===== src/rtl/phy_mode_ctrl.sv =====
module phy_mode_ctrl #(
  parameter int ADDR_W    = 5,
  parameter int DATA_W    = 16,
  parameter int NIB_W     = 4,
  parameter logic [ADDR_W-1:0] CTRL_ADDR = '0
) (
  input  logic              clk,
  input  logic              rst_n,
  input  logic [ADDR_W-1:0] reg_addr,
  input  logic [DATA_W-1:0] reg_wdata,
  input  logic              reg_we,
  output logic [DATA_W-1:0] reg_rdata,
  input  logic              sw_mode,
  input  logic              strap_fast,
  input  logic              strap_aneg,
  input  logic              an_fast,
  input  logic              an_full,
  output logic              eff_fast,
  output logic              eff_full,
  output logic              eff_aneg,
  output logic              line_tx_en,
  output logic              line_rx_en,
  output logic              col_det_en,
  input  logic [NIB_W-1:0]  mii_txd,
  input  logic              mii_tx_en,
  input  logic [NIB_W-1:0]  line_rxd,
  input  logic              line_rx_dv,
  output logic [NIB_W-1:0]  mii_rxd,
  output logic              mii_rx_dv
);
  localparam int LB_DEPTH = 4;
  localparam int B_LOOP = 14, B_FAST = 13, B_ANEG = 12, B_FULL = 8, B_COL = 7;

  logic ctl_loop, ctl_fast, ctl_aneg, ctl_full, ctl_col;
  logic lb_on;
  logic [NIB_W:0] lb_pipe [LB_DEPTH];
  logic [DATA_W-1:0] ctl_word;
  logic ctl_hit;

  assign ctl_hit = reg_addr == CTRL_ADDR;

  always_ff @(posedge clk) begin
    if (!rst_n) begin
      ctl_loop <= 1'b0;
      ctl_fast <= 1'b0;
      ctl_aneg <= 1'b1;
      ctl_full <= 1'b0;
      ctl_col  <= 1'b0;
    end else if (reg_we && ctl_hit) begin
      ctl_loop <= reg_wdata[B_LOOP];
      ctl_fast <= reg_wdata[B_FAST];
      ctl_aneg <= reg_wdata[B_ANEG];
      ctl_full <= reg_wdata[B_FULL];
      ctl_col  <= reg_wdata[B_COL];
    end
  end

  always_comb begin
    ctl_word = '0;
    ctl_word[B_LOOP] = ctl_loop;
    ctl_word[B_FAST] = ctl_fast;
    ctl_word[B_ANEG] = ctl_aneg;
    ctl_word[B_FULL] = ctl_full;
    ctl_word[B_COL]  = ctl_col;
  end

  assign reg_rdata = ctl_hit ? ctl_word : '0;

  assign eff_aneg = sw_mode ? ctl_aneg : strap_aneg;
  assign eff_fast = !sw_mode ? strap_fast : (ctl_aneg ? an_fast : ctl_fast);
  assign eff_full = eff_aneg ? an_full : ctl_full;

  always_ff @(posedge clk) begin
    if (!rst_n) lb_on <= 1'b0;
    else if (!mii_tx_en) lb_on <= ctl_loop;
  end

  assign line_tx_en = !lb_on;
  assign line_rx_en = !lb_on;
  assign col_det_en = !lb_on || ctl_col;

  always_ff @(posedge clk) begin
    if (!rst_n) begin
      for (int i = 0; i < LB_DEPTH; i++) lb_pipe[i] <= '0;
    end else begin
      lb_pipe[0] <= {mii_tx_en, mii_txd};
      for (int i = 1; i < LB_DEPTH; i++) lb_pipe[i] <= lb_pipe[i-1];
    end
  end

  assign mii_rxd   = lb_on ? lb_pipe[LB_DEPTH-1][NIB_W-1:0] : line_rxd;
  assign mii_rx_dv = lb_on ? lb_pipe[LB_DEPTH-1][NIB_W]     : line_rx_dv;

  p_write_r2: assert property (@(posedge clk) disable iff (!rst_n)
    (reg_we && ctl_hit) |=> (ctl_word == ($past(reg_wdata) & 16'h7180)));
  p_hw_strap_r3: assert property (@(posedge clk) disable iff (!rst_n)
    !sw_mode |-> (eff_fast == strap_fast && eff_aneg == strap_aneg));
  p_sw_manual_r5: assert property (@(posedge clk) disable iff (!rst_n)
    (sw_mode && !ctl_aneg) |-> (eff_fast == ctl_fast && eff_full == ctl_full && !eff_aneg));
  p_lb_lines_r7: assert property (@(posedge clk) disable iff (!rst_n)
    lb_on |-> (!line_tx_en && !line_rx_en && col_det_en == ctl_col));
  p_lb_delay_r8: assert property (@(posedge clk) disable iff (!rst_n)
    (lb_on && $past(rst_n, 4)) |-> ({mii_rx_dv, mii_rxd} == $past({mii_tx_en, mii_txd}, 4)));
  p_lb_hold_r9: assert property (@(posedge clk) disable iff (!rst_n)
    mii_tx_en |=> $stable(lb_on));
endmodule


===== config.mk =====
export PLATFORM = sky130hd
export DESIGN_NAME = phy_mode_ctrl
export DESIGN_NICKNAME = d
export VERILOG_FILES = /design/src/rtl/phy_mode_ctrl.sv
export SDC_FILE = /design/constraint.sdc
export NUM_CORES = 1
export LEC_CHECK = 0
export ABC_AREA = 1
export BUFFER_PORTS_ARGS = -buffer_cell sky130_fd_sc_hd__buf_4
export CAP_MARGIN = 0
export CORE_MARGIN = 1
export CORE_UTILIZATION = 37
export CTS_CLUSTER_DIAMETER = 60
export CTS_CLUSTER_SIZE = 28
export DETAILED_ROUTE_END_ITERATION = 6
export GPL_ROUTABILITY_DRIVEN = 0
export PLACE_DENSITY_LB_ADDON = 0.05
export SLEW_MARGIN = 20
export SYNTH_ARGS = -nofsm -noshare
export SYNTH_HDL_FRONTEND = slang
export SYNTH_SLANG_ARGS = --single-unit

===== constraint.sdc =====
create_clock -name clk -period 0.8 [get_ports clk]
set_input_delay 0 -clock clk [delete_from_list [all_inputs] [get_ports clk]]
set_output_delay 0 -clock clk [all_outputs]
set_load 0.02 [all_outputs]

**Yosys cells after proc, flatten, opt, wreduce, memory -nomap -nowiden**

Memories as Yosys holds them, arrays and structs flattened.
Cells that the tools add are included.

- Flip-flop bits (word level): 6
- Bits in writable memories: 20
- Word-level logic and storage cells: 28
- Memories: 1

Memory list:

| name | words | bits a word | rd ports | clocked after Yosys merged registers in | wr ports | line | RTL |
|---|---|---|---|---|---|---|---|
| lb_pipe | 4 | 5 | 4 | 0 | 4 | 36 | `logic [NIB_W:0] lb_pipe [LB_DEPTH];` |

- Muxes and demuxes: 13
- Bitwise gates (word level): 4
- Reductions and logical operators: 4

Operators by type and width:

| kind | count |
|---|---|
| two-way mux 5 bit | 4 |
| two-way mux 15 bit | 1 |
| two-way mux 1 bit | 7 |
| zero test 5 bit | 1 |
| two-way mux 4 bit | 1 |
| OR 1 bit | 4 |
| logical AND 1 bit | 1 |
| zero test 1 bit | 1 |
| logical OR 1 bit | 1 |

**Depth between registers and ports, before layout**

Gate-level depths: netlist of the first run.

- Word-level depth: 2
- Mapped depth: 5

**Worst setup path after synthesis of the first run**

Ideal clock, no wire load.

- Path kind: register to output
- Start: register ctl_aneg
- End: output eff_full
- Arrival: 1001 ps
- Path slack: -201 ps
- Stages on the path, launching flop included: 4
- Path buffers: 0
- Cells stage by stage: dfxtp_1 -> inv_1 -> a21oi_2 -> o21ai_0

- Word-level cells in the longest chain between the ends: 2

Ends and longest elaborated chain:

| element | line | RTL |
|---|---|---|
| start, declared | 34 | `logic ctl_loop, ctl_fast, ctl_aneg, ctl_full, ctl_col;` |
| start signal, assigned | 52 | `ctl_aneg <= reg_wdata[B_ANEG];` |
| two-way mux 1 bit | 69 | `assign eff_aneg = sw_mode ? ctl_aneg : strap_aneg;` |
| via eff_aneg | 20 | `output logic eff_aneg,` |
| two-way mux 1 bit | 71 | `assign eff_full = eff_aneg ? an_full : ctl_full;` |
| end, declared | 19 | `output logic eff_full,` |

The timed path passes the listed nets, and every way through them passes these cells.

**Worst setup path after layout of the first run**

- Start: register ctl_aneg
- End: output eff_full

- Word-level cells in the longest chain between the ends: 2

Ends and longest elaborated chain:

| element | line |
|---|---|
| two-way mux 1 bit | 69 |
| two-way mux 1 bit | 71 |

No other way between the ends.

==> results of run 1 <==
[state kept, by name, indices dropped and copies added, names as in the netlist]
| name | count |
|---|---|
| lb_on | 1 |
| ctl_fast | 1 |
| lb_pipe | 20 |
| ctl_col | 1 |
| ctl_loop | 1 |
| ctl_full | 1 |
| ctl_aneg | 1 |
[repair_timing]
item / CTS / global route
setup buffers: 1 / 3
endpoints found under the hold margin: 11 / 1
gates resized for setup: 28 / 16
gates cloned: 0 / 1
endpoints found under the setup margin: 16 / 21
pin swaps: 11 / 4
[placed cells by master, fill, tap and decap left out, drive strengths merged]
cell	instances
a21oi	2
nand4	2
nor2	18
inv	28
nand2	49
o21ai	2
bufinv	1
conb	11
clkbuf	3
dlygate4sd3	11
a31oi	1
buf	48
dfxtp	26
nand3	2
[stage by stage]
step           worst slack (ns)  utilization [%]  instances  setup TNS [ns]
2_1_floorplan           -0.0324                -        155         -0.0324
3_3_place_gp            -0.0379             50.8        215         -0.0488
3_5_place_dp            -0.0558             50.8        215          -0.161
4_1_cts                  -0.388             59.5        231           -3.56
5_1_grt                  -0.447             62.7        235           -4.45
6_report                 -0.396             62.7        235           -3.57
[cell type report]
class,count,share of cell area (%)
multi-input combinational,87,26.5
tap,31,2.26
clock inverter,1,1.75
timing repair buffer,59,30.5
sequential,26,30.9
clock buffer,3,1.31
inverter,28,6.71
[layer usage]
| layer | up-vias | routed length [microns] |
|---|---|---|
| li1 | 514 | - |
| met1 | 427 | 848 |
| met2 | 40 | 1060 |
| met3 | 2 | 125 |
| met4 | 0 | 13 |
| met5 | - | 0 |
[how the worst min path moves through the flow]
stage                startpoint             to  slack, ns  depth (start not counted)
finish              reg_addr[4]       ctl_aneg      -0.02                          4
global route        reg_addr[4]       ctl_aneg     -0.006                          4
CTS                 reg_addr[4]       ctl_aneg      -0.02                          4
detailed placement   mii_txd[1]  lb_pipe[0][1]       0.19                          3
global placement     mii_txd[2]  lb_pipe[0][2]       0.18                          3
floorplan               sw_mode       eff_aneg       0.07                          1
[logic make-up after synthesis]
group	count (synthesis)	synth area share, %
other cells	1	0.351
simple gates	70	28.1
buf+inv	43	19.9
flops	26	48.8
compound gates	5	2.81
[worst min-delay path, delay by kind of cell]
| kind | cells | cell delay (ns) |
|---|---|---|
| AND/OR/NAND/NOR | 3 | 0.16 |
| buffers and inverters | 1 | 0.09 |
[report_power, final]
part,switching [uW],total [uW],internal (uW),leakage [uW]
registers,17.7,1350,1330,0.000215
clock network,363,869,506,0.0000279
logic,254,511,258,0.000719
==> run metrics, run 1 <==
Levels on crit path 5; total number of vias a little under 1000; Area contributors post-synth dfxtp_1 49%, nand2_1 17%, buf_4 9.1%; Boundary Pins 66; FF+latch area 531 sq um; CP top delay family flip-flops; met2 Resource Use GR a little under a quarter; Reg2Reg Capture Point ctl_aneg; met3 Use GR 2.79%; HPWL Detailed 1330 microns; Synth top area share between 40% and 50%; Lkg Pwr ~0.00096 uW; final hold violations 1; DR vias/cell 4.18; die area around 0.0031 sq mm; WL/cell 8.71 microns; Ant. Diodes 0; CP Launch Type flop; area occupied by multi-input gates about 460 sq um; first-pass GRT wire length ~3200 microns; CP max stage cell dfxtp_2; Synth area leader dfxtp_1; Post-synth ARST share 0%; Synth Register Bits 26; clock tree buffer depth 2; initial antenna violation count 0; Post-synth EDFFs 0; fillcell total 236; Mapped Cells between 100 and 150; Avg Synthesized Cell Area 7.36 sq um; clk_lat worst skew 0.31 ns; Final period util 149%; Worst R2R Setup Slack 0.08 ns; busiest grt layer met2; Worst Skew between 0.004 and 0.005 ns; Row Count 19; dominant synthesized flop cell dfxtp_1; VDD IR max 1.41 mV; Synth Cell Area 0.00107 sq mm; CTS Root Cell clkbuf_4; Final Critical Period 1.20 ns; status finished with violations; final setup margin -0.396 ns; crit path to eff_full; Total GRT Usage 12.7%; Initial Utilization 39.0%; GRT overflow 0; failing checks hold timing, setup timing; RSZ-0062 raised after global routing true; CORE AREA 0.00273 sq mm; Synth top cells by count 49 x nand2_1, 26 x dfxtp_1, 26 x inv_1; CP max stage delay 0.36 ns; Die Wd 55.7 microns; Post-Route WL 2050 microns; Worst Setup End Kind output pin; share of layout cells above drive strength 1 42.2%; fmax around 0.84 GHz; vias in the first global route approximately 820; Final Max Tran Viols 0; CTS sink cnt 26; fin area 0.00172 sq mm; hold slack -0.0159 ns; Min-Delay Path Class in -> reg; met1 global-route usage roughly 14%; Power, Total 2730 uW; WP data required roughly 0.8 ns; register area share after synthesis 48.8%; Worst Reg-to-Reg Cells 3; TritonRoute pass-1 iters 4; endpoints failing setup 16; hold buffers post-CTS 11; critical-path cell list inv_2 -> a21oi_4 -> nand2_2 -> o21ai_4 -> buf_6; DRT iter0 DRCs 15; CTS H-tree lvls 1; IO Port Bufs 43; CP Class reg -> out; die height about 56 microns; pin count of the biggest net entering global routing 27; Worst EP arrival 1.20 ns; most frequent cell after synthesis nand2_1; Bufs and invs on worst path 2; Reg clk slew, reported paths between 0.1 and 0.15 ns; Ys Warns 0; PD cells 1590 mW/mm^2; nets about 240; r2r startpoint ctl_aneg; P&R area growth vs syn 60.7%; CTS tree done; # DRC 0; Post-Place Cell Area 0.00139 sq mm; final antenna-violating net count 0; Max Cap Viol 0; critical path startpoint ctl_aneg; TritonCTS buffer count 3; worst-path fanout max 3; Netlist cell types 16
Power figures use the tool's default switching activity.
==> inputs of run 2 (changes only) <==
--- a/config.mk
+++ b/config.mk
@@ -15,6 +15,7 @@
 export DETAILED_ROUTE_END_ITERATION = 6
 export GPL_ROUTABILITY_DRIVEN = 0
 export PLACE_DENSITY_LB_ADDON = 0.05
+export SETUP_SLACK_MARGIN = 0.5
 export SLEW_MARGIN = 20
 export SYNTH_ARGS = -nofsm -noshare
 export SYNTH_HDL_FRONTEND = slang
==> run 2 against run 1 <==
- the run still ends with hold timing, setup timing left
- sequential cell count is the same
- critical path depth is the same
- combinational power shrank 3%
==> run metrics, run 2 (same netlist as run 1, synthesis figures left out) <==
status finished with violations; failing checks hold timing, setup timing; Die Wd 55.7 microns (unchanged); final hold violations 11 (+10); Reg clk slew, reported paths 0.14 ns (about the same); CP max stage delay 0.36 ns (about the same); CP max stage cell dfxtp_2; final antenna-violating net count 0 (unchanged); RSZ-0062 raised after global routing true; first-pass GRT wire length 3460 microns (+8.4%); Post-Route WL 1970 microns (-3.8%); Max Cap Viol 0 (unchanged); Row Count 19 (unchanged); initial antenna violation count 0 (unchanged); endpoints failing setup 17 (+1); PD cells 1510 mW/mm^2 (-5.4%); worst-path fanout max 3 (unchanged); share of layout cells above drive strength 1 57.5% (+15 points); HPWL Detailed 1460 microns (+9.6%); IO Port Bufs 43 (unchanged); fmax 0.848 GHz (+1.4%); fin area 0.00173 sq mm (+0.95%); Min-Delay Path Class in -> reg; Worst R2R Setup Slack -0.02 ns (-0.10 ns); total number of vias 923 (-6.1%); Worst Setup End Kind output pin; Final Max Tran Viols 0 (unchanged); Ant. Diodes 0 (unchanged); CTS Root Cell clkbuf_4; DR vias/cell 4.12 (-1.5%); nets 233 (-4.5%); final setup margin -0.379 ns (+0.0169 ns); vias in the first global route 845 (+2.8%); Final Critical Period 1.18 ns (-0.0169 ns); number of flip-flops under the largest register name 20 (unchanged); Post-Place Cell Area 0.00154 sq mm (+11%); Total GRT Usage 14.2% (+1.4 points); Worst Skew 0.00191 ns (-0.00295 ns); DRT iter0 DRCs 9 (-6); P&R area growth vs syn 62.3%; critical-path cell list inv_2 -> a21oi_4 -> nand2_2 -> o21ai_4 -> buf_6; clock tree buffer depth 2 (unchanged); Initial Utilization 39.0% (unchanged); CTS H-tree lvls 1 (unchanged); # DRC 0 (unchanged); Lkg Pwr 0.000927 uW (-3.6%); TritonCTS buffer count 3 (unchanged); Boundary Pins 66 (unchanged); fillcell total 242 (+2.5%); GRT overflow 0 (unchanged); die area 0.00310 sq mm (unchanged); WL/cell 8.80 microns (+0.97%); WP data required 0.80 ns (about the same); Largest Register lb_pipe; Bufs and invs on worst path 2 (unchanged); CP Launch Type flop; Fin Setup TNS -3.62 ns (-0.0509 ns); TritonRoute pass-1 iters 3 (-1); CORE AREA 0.00273 sq mm (unchanged); CP top delay family flip-flops; hold slack -0.157 ns (-0.141 ns); Final period util 147% (-2.1 points); CP Class reg -> out; Worst EP arrival 1.18 ns (-0.02 ns); VDD IR max 1.11 mV (-21%); most common cell after layout, fill and taps aside buf_4; Power, Total 2610 uW (-4.5%); pin count of the biggest net entering global routing 27 (unchanged); die height 55.7 microns (unchanged); clk_lat worst skew 0.31 ns (about the same); CTS sink cnt 26 (unchanged); CTS tree done; highest-count cells in the layout ignoring fill and taps 31 x buf_4, 29 x nand2_1, 18 x inv_1, 18 x buf_6, 13 x dfxtp_2
==> run 2: power breakdown <==
group	switching, uW	internal [uW]
registers	20.3	1340
logic	260	236
clock network	375	381
==> run 2: what timing repair did <==
action                                  CTS  global route
hold endpoints to repair                 11            11
pin swaps                                 9             2
resized for setup                        25            17
buffers inserted                          5             0
endpoints found under the setup margin   37            37
==> run 2: final timing paths <==
| check | startpoint | endpoint | cells past startpoint |
|---|---|---|---|
| worst min-delay path | mii_tx_en | lb_on | 2 |
| worst max register to register | lb_on | lb_on | 3 |
| worst min register to register | lb_pipe[0][2] | lb_pipe[1][2] | 2 |
| worst max-delay path | ctl_aneg | eff_full | 5 |
==> run 2: routing by layer <==
metal	share of wire [%]	track usage (%)	wire [microns]
met1	38	16.1	757
met4	0.66	4.29	13
met3	5.9	3.49	117
met2	55	26.0	1080
met5	0	0	0
==> run 2: cell type report <==
class / instances / area (sq um) / share of cell area (%)
tap: 31 / 38.8 / 2.24
sequential: 26 / 541 / 31.2
inverter: 28 / 118 / 6.79
multi-input combinational: 86 / 552 / 31.9
timing repair buffer: 49 / 435 / 25.1
clock buffer: 4 / 47.5 / 2.75
==> run 2: per-stage QoR <==
stage / cells / utilization, % / hold WS (ns) / setup slack (ns)
floorplan: 155 / - / 0.0690 / -0.0324
global placement: 215 / 56.2 / 0.182 / -0.0352
detailed placement: 215 / 56.2 / 0.191 / -0.0580
CTS: 224 / 62.1 / -0.169 / -0.390
global route: 224 / 63.3 / -0.178 / -0.468
finish: 224 / 63.3 / -0.157 / -0.379
